===== config.mk =====
export PLATFORM = sky130hd
export DESIGN_NAME = tsen_seq
export DESIGN_NICKNAME = d
export VERILOG_FILES = /design/src/rtl/tsen_pkg.sv /design/src/rtl/tsen_rst_sync.sv /design/src/rtl/tsen_settle_timer.sv /design/src/rtl/tsen_fsm.sv /design/src/rtl/tsen_regs.sv /design/src/rtl/tsen_seq.sv
export SDC_FILE = /design/constraint.sdc
export NUM_CORES = 1
export LEC_CHECK = 0
export ABC_AREA = 1
export BUFFER_PORTS_ARGS = -buffer_cell sky130_fd_sc_hd__buf_2
export CORE_AREA = 2 2 65 83
export DETAILED_ROUTE_END_ITERATION = 12
export DIE_AREA = 0 0 67 85
export GPL_ROUTABILITY_DRIVEN = 1
export PLACE_DENSITY = 0.82
export SLEW_MARGIN = 20
export SYNTH_ARGS = -nofsm -noshare
export SYNTH_HDL_FRONTEND = slang
export SYNTH_SLANG_ARGS = --single-unit

===== constraint.sdc =====
create_clock -name clk_i -period 1.2 [get_ports clk_i]
set_input_delay 0.18 -clock clk_i [delete_from_list [all_inputs] [get_ports clk_i]]
set_output_delay 0.18 -clock clk_i [all_outputs]
set_load 0.05 [all_outputs]

===== src/rtl/tsen_pkg.sv =====
package tsen_pkg;
  typedef enum logic [1:0] {
    ST_IDLE   = 2'd0,
    ST_SETTLE = 2'd1,
    ST_SAMPLE = 2'd2,
    ST_DONE   = 2'd3
  } tsen_state_e;

  localparam int DATA_W        = 32;
  localparam int CODE_W        = 10;
  localparam int TRIM_W        = 4;
  localparam int IDX_W         = 2;

  localparam int CTL_START_BIT = 8;
  localparam int CTL_SEL_BIT   = 21;
  localparam int CTL_TRIM_LSB  = 22;
  localparam int STS_RDY_BIT   = 0;
  localparam int STS_IE_BIT    = 1;

  localparam logic [IDX_W-1:0] IDX_CTRL = 2'd0;
  localparam logic [IDX_W-1:0] IDX_STAT = 2'd1;
  localparam logic [IDX_W-1:0] IDX_RES  = 2'd2;
endpackage


===== src/rtl/tsen_rst_sync.sv =====
module tsen_rst_sync #(
  parameter int STAGES = 2
) (
  input  logic clk_i,
  input  logic rst_n_i,
  output logic rst_n_o
);
  logic [STAGES-1:0] sync_q;

  for (genvar g = 0; g < STAGES; g++) begin : g_stage
    if (g == 0) begin : g_first
      always_ff @(posedge clk_i or negedge rst_n_i) begin
        if (!rst_n_i) sync_q[0] <= 1'b0;
        else          sync_q[0] <= 1'b1;
      end
    end else begin : g_next
      always_ff @(posedge clk_i or negedge rst_n_i) begin
        if (!rst_n_i) sync_q[g] <= 1'b0;
        else          sync_q[g] <= sync_q[g-1];
      end
    end
  end

  assign rst_n_o = sync_q[STAGES-1];
endmodule


===== src/rtl/tsen_settle_timer.sv =====
module tsen_settle_timer #(
  parameter int CLK_HZ   = 100_000_000,
  parameter int SHORT_US = 4,
  parameter int LONG_US  = 12
) (
  input  logic clk_i,
  input  logic rst_n_i,
  input  logic clr_i,
  input  logic run_i,
  input  logic long_i,
  output logic done_o
);
  localparam int CYC_PER_US = CLK_HZ / 1_000_000;
  localparam int LIM_SHORT  = SHORT_US * CYC_PER_US;
  localparam int LIM_LONG   = LONG_US * CYC_PER_US;
  localparam int LIM_MAX    = (LIM_LONG > LIM_SHORT) ? LIM_LONG : LIM_SHORT;
  localparam int CNT_W      = $clog2(LIM_MAX + 1);
  localparam logic [CNT_W-1:0] LAST_SHORT = CNT_W'(LIM_SHORT - 1);
  localparam logic [CNT_W-1:0] LAST_LONG  = CNT_W'(LIM_LONG - 1);

  logic [CNT_W-1:0] cnt_q, cnt_d;
  logic             cnt_en;
  logic [CNT_W-1:0] last;

  assign last   = long_i ? LAST_LONG : LAST_SHORT;
  assign done_o = run_i && (cnt_q == last);
  assign cnt_en = clr_i || run_i;

  always_comb begin
    if (clr_i) cnt_d = '0;
    else       cnt_d = cnt_q + 1'b1;
  end

  always_ff @(posedge clk_i or negedge rst_n_i) begin
    if (!rst_n_i)    cnt_q <= '0;
    else if (cnt_en) cnt_q <= cnt_d;
  end
endmodule


===== src/rtl/tsen_fsm.sv =====
module tsen_fsm
  import tsen_pkg::*;
(
  input  logic        clk_i,
  input  logic        rst_n_i,
  input  logic        start_i,
  input  logic        en_i,
  input  logic        srst_i,
  input  logic        settle_done_i,
  output tsen_state_e state_o,
  output logic        accept_o,
  output logic        settling_o,
  output logic        sample_o
);
  tsen_state_e state_q, state_d;

  assign accept_o   = (state_q == ST_IDLE) && start_i && en_i && !srst_i;
  assign settling_o = (state_q == ST_SETTLE);
  assign sample_o   = (state_q == ST_SAMPLE) && !srst_i;
  assign state_o    = state_q;

  always_comb begin
    state_d = state_q;
    if (srst_i) begin
      state_d = ST_IDLE;
    end else begin
      unique case (state_q)
        ST_IDLE:   if (accept_o)      state_d = ST_SETTLE;
        ST_SETTLE: if (settle_done_i) state_d = ST_SAMPLE;
        ST_SAMPLE:                    state_d = ST_DONE;
        ST_DONE:   if (!start_i)      state_d = ST_IDLE;
        default:                      state_d = ST_IDLE;
      endcase
    end
  end

  always_ff @(posedge clk_i or negedge rst_n_i) begin
    if (!rst_n_i) state_q <= ST_IDLE;
    else          state_q <= state_d;
  end
endmodule


===== src/rtl/tsen_regs.sv =====
module tsen_regs
  import tsen_pkg::*;
(
  input  logic              clk_i,
  input  logic              rst_n_i,
  input  logic              wr_en_i,
  input  logic [IDX_W-1:0]  addr_i,
  input  logic [DATA_W-1:0] wdata_i,
  output logic [DATA_W-1:0] rdata_o,
  input  logic              accept_i,
  input  logic              sample_i,
  input  logic [CODE_W-1:0] code_i,
  output logic              start_o,
  output logic              long_o,
  output logic [TRIM_W-1:0] trim_o,
  output logic              ready_o,
  output logic              ie_o
);
  logic              ctl_start_q, ctl_sel_q;
  logic [TRIM_W-1:0] ctl_trim_q;
  logic              lat_sel_q;
  logic [TRIM_W-1:0] lat_trim_q;
  logic              rdy_q, rdy_d, rdy_en;
  logic              ie_q;
  logic [CODE_W-1:0] res_q;
  logic              wr_ctrl, wr_stat;
  logic              unused_wdata;

  assign wr_ctrl      = wr_en_i && (addr_i == IDX_CTRL);
  assign wr_stat      = wr_en_i && (addr_i == IDX_STAT);
  assign unused_wdata = ^wdata_i;

  // control register
  always_ff @(posedge clk_i or negedge rst_n_i) begin
    if (!rst_n_i) begin
      ctl_start_q <= 1'b0;
      ctl_sel_q   <= 1'b0;
      ctl_trim_q  <= '0;
    end else if (wr_ctrl) begin
      ctl_start_q <= wdata_i[CTL_START_BIT];
      ctl_sel_q   <= wdata_i[CTL_SEL_BIT];
      ctl_trim_q  <= wdata_i[CTL_TRIM_LSB +: TRIM_W];
    end
  end

  // per-measurement copy taken when a start is accepted
  always_ff @(posedge clk_i or negedge rst_n_i) begin
    if (!rst_n_i) begin
      lat_sel_q  <= 1'b0;
      lat_trim_q <= '0;
    end else if (accept_i) begin
      lat_sel_q  <= ctl_sel_q;
      lat_trim_q <= ctl_trim_q;
    end
  end

  // ready flag: completion sets, a zero written to bit 0 clears, set wins
  always_comb begin
    rdy_en = sample_i || (wr_stat && !wdata_i[STS_RDY_BIT]);
    rdy_d  = sample_i;
  end

  always_ff @(posedge clk_i or negedge rst_n_i) begin
    if (!rst_n_i)    rdy_q <= 1'b0;
    else if (rdy_en) rdy_q <= rdy_d;
  end

  always_ff @(posedge clk_i or negedge rst_n_i) begin
    if (!rst_n_i)     ie_q <= 1'b0;
    else if (wr_stat) ie_q <= wdata_i[STS_IE_BIT];
  end

  always_ff @(posedge clk_i or negedge rst_n_i) begin
    if (!rst_n_i)      res_q <= '0;
    else if (sample_i) res_q <= code_i;
  end

  always_comb begin
    rdata_o = '0;
    unique case (addr_i)
      IDX_CTRL: begin
        rdata_o[CTL_START_BIT]              = ctl_start_q;
        rdata_o[CTL_SEL_BIT]                = ctl_sel_q;
        rdata_o[CTL_TRIM_LSB +: TRIM_W]     = ctl_trim_q;
      end
      IDX_STAT: begin
        rdata_o[STS_RDY_BIT] = rdy_q;
        rdata_o[STS_IE_BIT]  = ie_q;
      end
      IDX_RES:  rdata_o[CODE_W-1:0] = res_q;
      default:  rdata_o = '0;
    endcase
  end

  assign start_o = ctl_start_q;
  assign long_o  = lat_sel_q;
  assign trim_o  = lat_trim_q;
  assign ready_o = rdy_q;
  assign ie_o    = ie_q;
endmodule


===== src/rtl/tsen_seq.sv =====
module tsen_seq
  import tsen_pkg::*;
#(
  parameter int CLK_HZ      = 100_000_000,
  parameter int SHORT_US    = 4,
  parameter int LONG_US     = 12,
  parameter int SYNC_STAGES = 2
) (
  input  logic              clk_i,
  input  logic              rst_n_i,
  input  logic              wr_en_i,
  input  logic [IDX_W-1:0]  addr_i,
  input  logic [DATA_W-1:0] wdata_i,
  output logic [DATA_W-1:0] rdata_o,
  input  logic              sens_en_i,
  input  logic              sens_rst_i,
  input  logic [CODE_W-1:0] code_i,
  output logic [TRIM_W-1:0] trim_o,
  output logic              sample_o,
  output logic              irq_o
);
  logic        rst_n_sync;
  logic        ctl_start, lat_long, accept, settling, settle_done;
  logic        ready, ie, sample;
  tsen_state_e fsm_state;

  tsen_rst_sync #(.STAGES(SYNC_STAGES)) u_rst (
    .clk_i   (clk_i),
    .rst_n_i (rst_n_i),
    .rst_n_o (rst_n_sync)
  );

  tsen_regs u_regs (
    .clk_i    (clk_i),
    .rst_n_i  (rst_n_sync),
    .wr_en_i  (wr_en_i),
    .addr_i   (addr_i),
    .wdata_i  (wdata_i),
    .rdata_o  (rdata_o),
    .accept_i (accept),
    .sample_i (sample),
    .code_i   (code_i),
    .start_o  (ctl_start),
    .long_o   (lat_long),
    .trim_o   (trim_o),
    .ready_o  (ready),
    .ie_o     (ie)
  );

  tsen_settle_timer #(
    .CLK_HZ   (CLK_HZ),
    .SHORT_US (SHORT_US),
    .LONG_US  (LONG_US)
  ) u_timer (
    .clk_i   (clk_i),
    .rst_n_i (rst_n_sync),
    .clr_i   (accept),
    .run_i   (settling),
    .long_i  (lat_long),
    .done_o  (settle_done)
  );

  tsen_fsm u_fsm (
    .clk_i         (clk_i),
    .rst_n_i       (rst_n_sync),
    .start_i       (ctl_start),
    .en_i          (sens_en_i),
    .srst_i        (sens_rst_i),
    .settle_done_i (settle_done),
    .state_o       (fsm_state),
    .accept_o      (accept),
    .settling_o    (settling),
    .sample_o      (sample)
  );

  assign sample_o = sample;
  assign irq_o    = ready && ie;
endmodule


==> results summary <==
The share of synthesized flip-flops with an asynchronous set or reset came out at 100.0%. Averaged over all synthesized cells, the footprint is 8.108 µm². The number of rows created at floorplan is 29. The library cell with the largest summed area after synthesis is sky130_fd_sc_hd__dfrtp_1. The Yosys step of the flow raised 0 warnings. The I/O pin count came out at 87. The number of cells on the worst reg-to-reg path is 10. The number of pins exceeding their max-slew limit in the final report is 0. The number of levels the H-tree was split into is 2. The area overhead of the layout relative to synthesis came out at 53.83%. The ratio of final minimum period to clock period is 132.4%. The count of unique library cells instantiated by Yosys came out at 25. The most frequently used cell type in the post-synthesis netlist is sky130_fd_sc_hd__nand2_1. TritonCTS created 5 clock buffers. The minimum clock period is 1589 ps. The share of total power consumed by net switching came out at 43.69%.

The number of antenna violations at the first check in global routing came out at 0. Sorting the synthesized cells by area gives the leading types as sky130_fd_sc_hd__dfrtp_1 (47%), sky130_fd_sc_hd__nand2_1 (16%), sky130_fd_sc_hd__buf_4 (6.2%), sky130_fd_sc_hd__inv_1 (6.1%), sky130_fd_sc_hd__ha_1 (5.5%). Setup violations remaining at the end of the flow were counted as 34.

The final antenna-violating net count is 0. The routed length per placed instance came out at 14.79 µm. The count of buffers added on input and output ports is 45.

The post-detailed-route DRC marker count is 0. The die area came out at 0.005695 mm². Setup slack on the worst reg-to-reg path comes out at -390 ps. The final reports fail on negative setup slack. The total placed cells including tap cells came out at 373. The wire-length estimate of the detail-placed layout is 3071 µm. The via count of the first global-routing pass is 1931. The number of antenna diodes in the final layout is 0.

The path with the worst hold slack has its endpoint at u_regs.res_q[4]. The worst hold path belongs to the class in2reg. The maximum clock insertion buffer count is 2. The timing-limited maximum frequency is 629.3 MHz. Of the total power, combinational logic draws 52.5%. In this run the cell area measured after placement is 0.002484 mm². The count of mapped cells out of synthesis is 252. Ranked by instance count, the synthesized netlist is headed by sky130_fd_sc_hd__nand2_1 (85), sky130_fd_sc_hd__dfrtp_1 (38), sky130_fd_sc_hd__inv_1 (33). The total internal power came out at 3.519 mW. The net load switching power came out at 2.731 mW. The floorplan step set the die height to 85 µm. After the last flow step, the layout net total stands at 394. The tool flagged a number of max-cap violations equal to 0. STA classifies the critical path startpoint as a flop.

After layout, the worst setup slack is -389.1 ps. The data arrival time of the critical path is 1770 ps. Counting flops with a built-in enable in the synthesized netlist gives 0.

Of all nets on the critical path, the largest fanout is 3. The most instantiated flip-flop cell in the synthesis netlist is sky130_fd_sc_hd__dfrtp_1. The register area came out at 950.9 µm².

Summed over all cells, the static leakage comes to 1.716 nW. The total via count in the routed design came out at 1910. The flow ran to the end, but the final reports show violations. The weighted congestion at the end of routability-driven global placement came out at 0.8167. The initial core utilization is 41.40%. The part of the Yosys area used for sequential elements is 46.54%. The post-place setup slack came out at -193.2 ps.

After clock tree synthesis, the clock-pin slew on the worst setup and hold paths is 80 ps. The clock network is responsible for 14.3% of the overall power. The number of detailed-route iterations in the first pass is 4. The maximum vdd ir drop came out at 1375 µV. The synthesized design contains 38 register bits. The vias per cell is 4.811.

The routed design has 5872 µm of wire. The maximum number of pins on one net before global-route repair is 37. The multi-input combinational cells in the finished layout cover a total of 0.001190 mm². The hold path startpoint is code_i[4]. The data required time at the worst endpoint is 1390 ps. The power density over the cells is 1988 mW/mm². The DRC violation total after the first TritonRoute iteration came out at 86.

The start of the worst register-to-register path is u_fsm.state_o[0]. The worst setup path is captured at a flop. Cells fill 63.69% of the core in the end. The synthesized area is 0.002043 mm². The area inside the core boundary came out at 0.004935 mm².

The global-route usage over all layers came out at 18.77%. CTS placed an instance of sky130_fd_sc_hd__clkbuf_8 at the clock tree root. The total of fill cells in the finished design is 378. The final instance area is 0.003143 mm². The top cell type by area accounts for 46.54% of the synthesized area. The TritonCTS clock tree is built. The worst clock skew came out at 8.149 ps. Of the cells placed in the final design, the portion with a size suffix greater than 1 is 48.96%. Per report_power, the sequential group accounts for 33.2% of the total. The endpoint of the worst register-to-register path is u_fsm.state_o[0]. At the later pin of the worst-skew pair, clock insertion delay measures 300 ps.

The global-route congestion overflow total came out at 0. Along the worst hold path, the cell count comes to 3. The sink count of the clock tree is 38. The non-filler instance count after layout came out at 397. The count of endpoints failing hold in the final timing report came out at 0.

Setup repair after global routing could not meet its margin everywhere. The horizontal die dimension is 67 µm. The global-route wire length before repair is 8266 µm. By startpoint and endpoint, the worst setup path is classified as reg2reg.
## repair_timing
action,CTS,global route
endpoints found under the hold margin,2,0
pin swaps,12,18
buffers inserted,7,8
hold buffers,1,0
resized for setup,57,68
gates cloned,3,0
setup endpoints to repair,45,46
## per-layer routing
metal,global-route usage (%),vias up,part of all wire (%)
met1,20.83,915,34
met4,8.534,0,3.9
met5,0,-,0
met3,4.775,24,5.1
li1,-,902,-
met2,32.85,69,57
## flip-flops by register name, summed over array words and instances (netlist names)
signal,cells
u_timer.cnt_q,11
u_regs.trim_o,4
u_regs.ctl_trim_q,4
u_regs.ie_o,1
u_fsm.state_o,2
u_regs.res_q,10
u_regs.long_o,1
u_regs.start_o,1
u_regs.ready_o,1
u_rst.rst_n_o,1
u_regs.ctl_sel_q,1
u_rst.sync_q,1
## power by group through the flow
stage          clock network (mW)  registers, mW  logic, mW
6_report                    0.895           2.07       3.28
5_1_grt                     0.950           2.11       3.50
3_5_place_dp                    0           2.01       2.20
4_1_cts                     0.879           2.00       2.65
2_1_floorplan                   0           2.19       1.45
3_3_place_gp                    0           1.99       2.15
## placed cells by master, fill, tap and decap left out, types with 4 or more instances in the layout
master,count
sky130_fd_sc_hd__a21oi_4,4
sky130_fd_sc_hd__buf_12,4
sky130_fd_sc_hd__buf_2,28
sky130_fd_sc_hd__buf_4,29
sky130_fd_sc_hd__buf_6,14
sky130_fd_sc_hd__buf_8,4
sky130_fd_sc_hd__clkbuf_8,6
sky130_fd_sc_hd__conb_1,18
sky130_fd_sc_hd__dfrtp_1,38
sky130_fd_sc_hd__ha_1,4
sky130_fd_sc_hd__ha_4,5
sky130_fd_sc_hd__inv_1,23
sky130_fd_sc_hd__inv_2,8
sky130_fd_sc_hd__mux2_2,7
sky130_fd_sc_hd__nand2_1,57
sky130_fd_sc_hd__nand2_2,22
sky130_fd_sc_hd__nand2_4,6
sky130_fd_sc_hd__nand3_1,8
sky130_fd_sc_hd__nor2_1,13
## cell type report
class / instances / area share [%]
Inverter: 35 / 4.857
Clock buffer: 6 / 2.627
Timing Repair Buffer: 80 / 21.18
Tap cell: 62 / 2.468
Sequential cell: 38 / 30.25
Timing Repair inverter: 2 / 0.7564
Multi-Input combinational cell: 174 / 37.86
## logic make-up after synthesis
group	count (synthesis)	share of synthesized area, %
other	2	0.3676
buffers and inverters	56	13.47
AND/OR/NAND/NOR	124	25.35
adder cells (fa/ha/maj)	9	5.511
flip-flops	38	46.54
XOR/XNOR	2	0.8575
AO/OA/AOI/OAI	14	4.042
multiplexers	7	3.858
## how the worst max path moves through the flow
stage	endpoint	startpoint	slack, ps
after detailed placement	u_regs.start_o	addr_i[1]	-190
after floorplan	u_fsm.state_o[0]	u_fsm.state_o[0]	-170
final	u_fsm.state_o[0]	u_fsm.state_o[0]	-390
after CTS	sample_o	u_fsm.state_o[0]	-270
after global routing	u_timer.cnt_q[10]	u_fsm.state_o[0]	-470
after global placement	sample_o	u_fsm.state_o[0]	-170
## critical path, stage by stage, from the launching register on
cell                      delay [ps]
sky130_fd_sc_hd__dfrtp_1         430
sky130_fd_sc_hd__inv_2           100
sky130_fd_sc_hd__buf_6           100
sky130_fd_sc_hd__ha_4            110
sky130_fd_sc_hd__inv_2            40
sky130_fd_sc_hd__nor2_4          130
sky130_fd_sc_hd__nand3_4         130
sky130_fd_sc_hd__a21oi_4         210
sky130_fd_sc_hd__nand2_2          80
sky130_fd_sc_hd__nand2_2          70
sky130_fd_sc_hd__nand2_1          70
## through the flow
stage	total power, mW	setup TNS (ps)	hold slack, ps
floorplan	3.639	-1999	-115.6
global placement	4.145	-6158	-34.96
detailed placement	4.209	-7167	-33.17
CTS	5.532	-5443	80.71
global route	6.559	-10060	89.96
finish	6.249	-7735	80.62
Note: power is estimated with default switching activity, not from simulation.
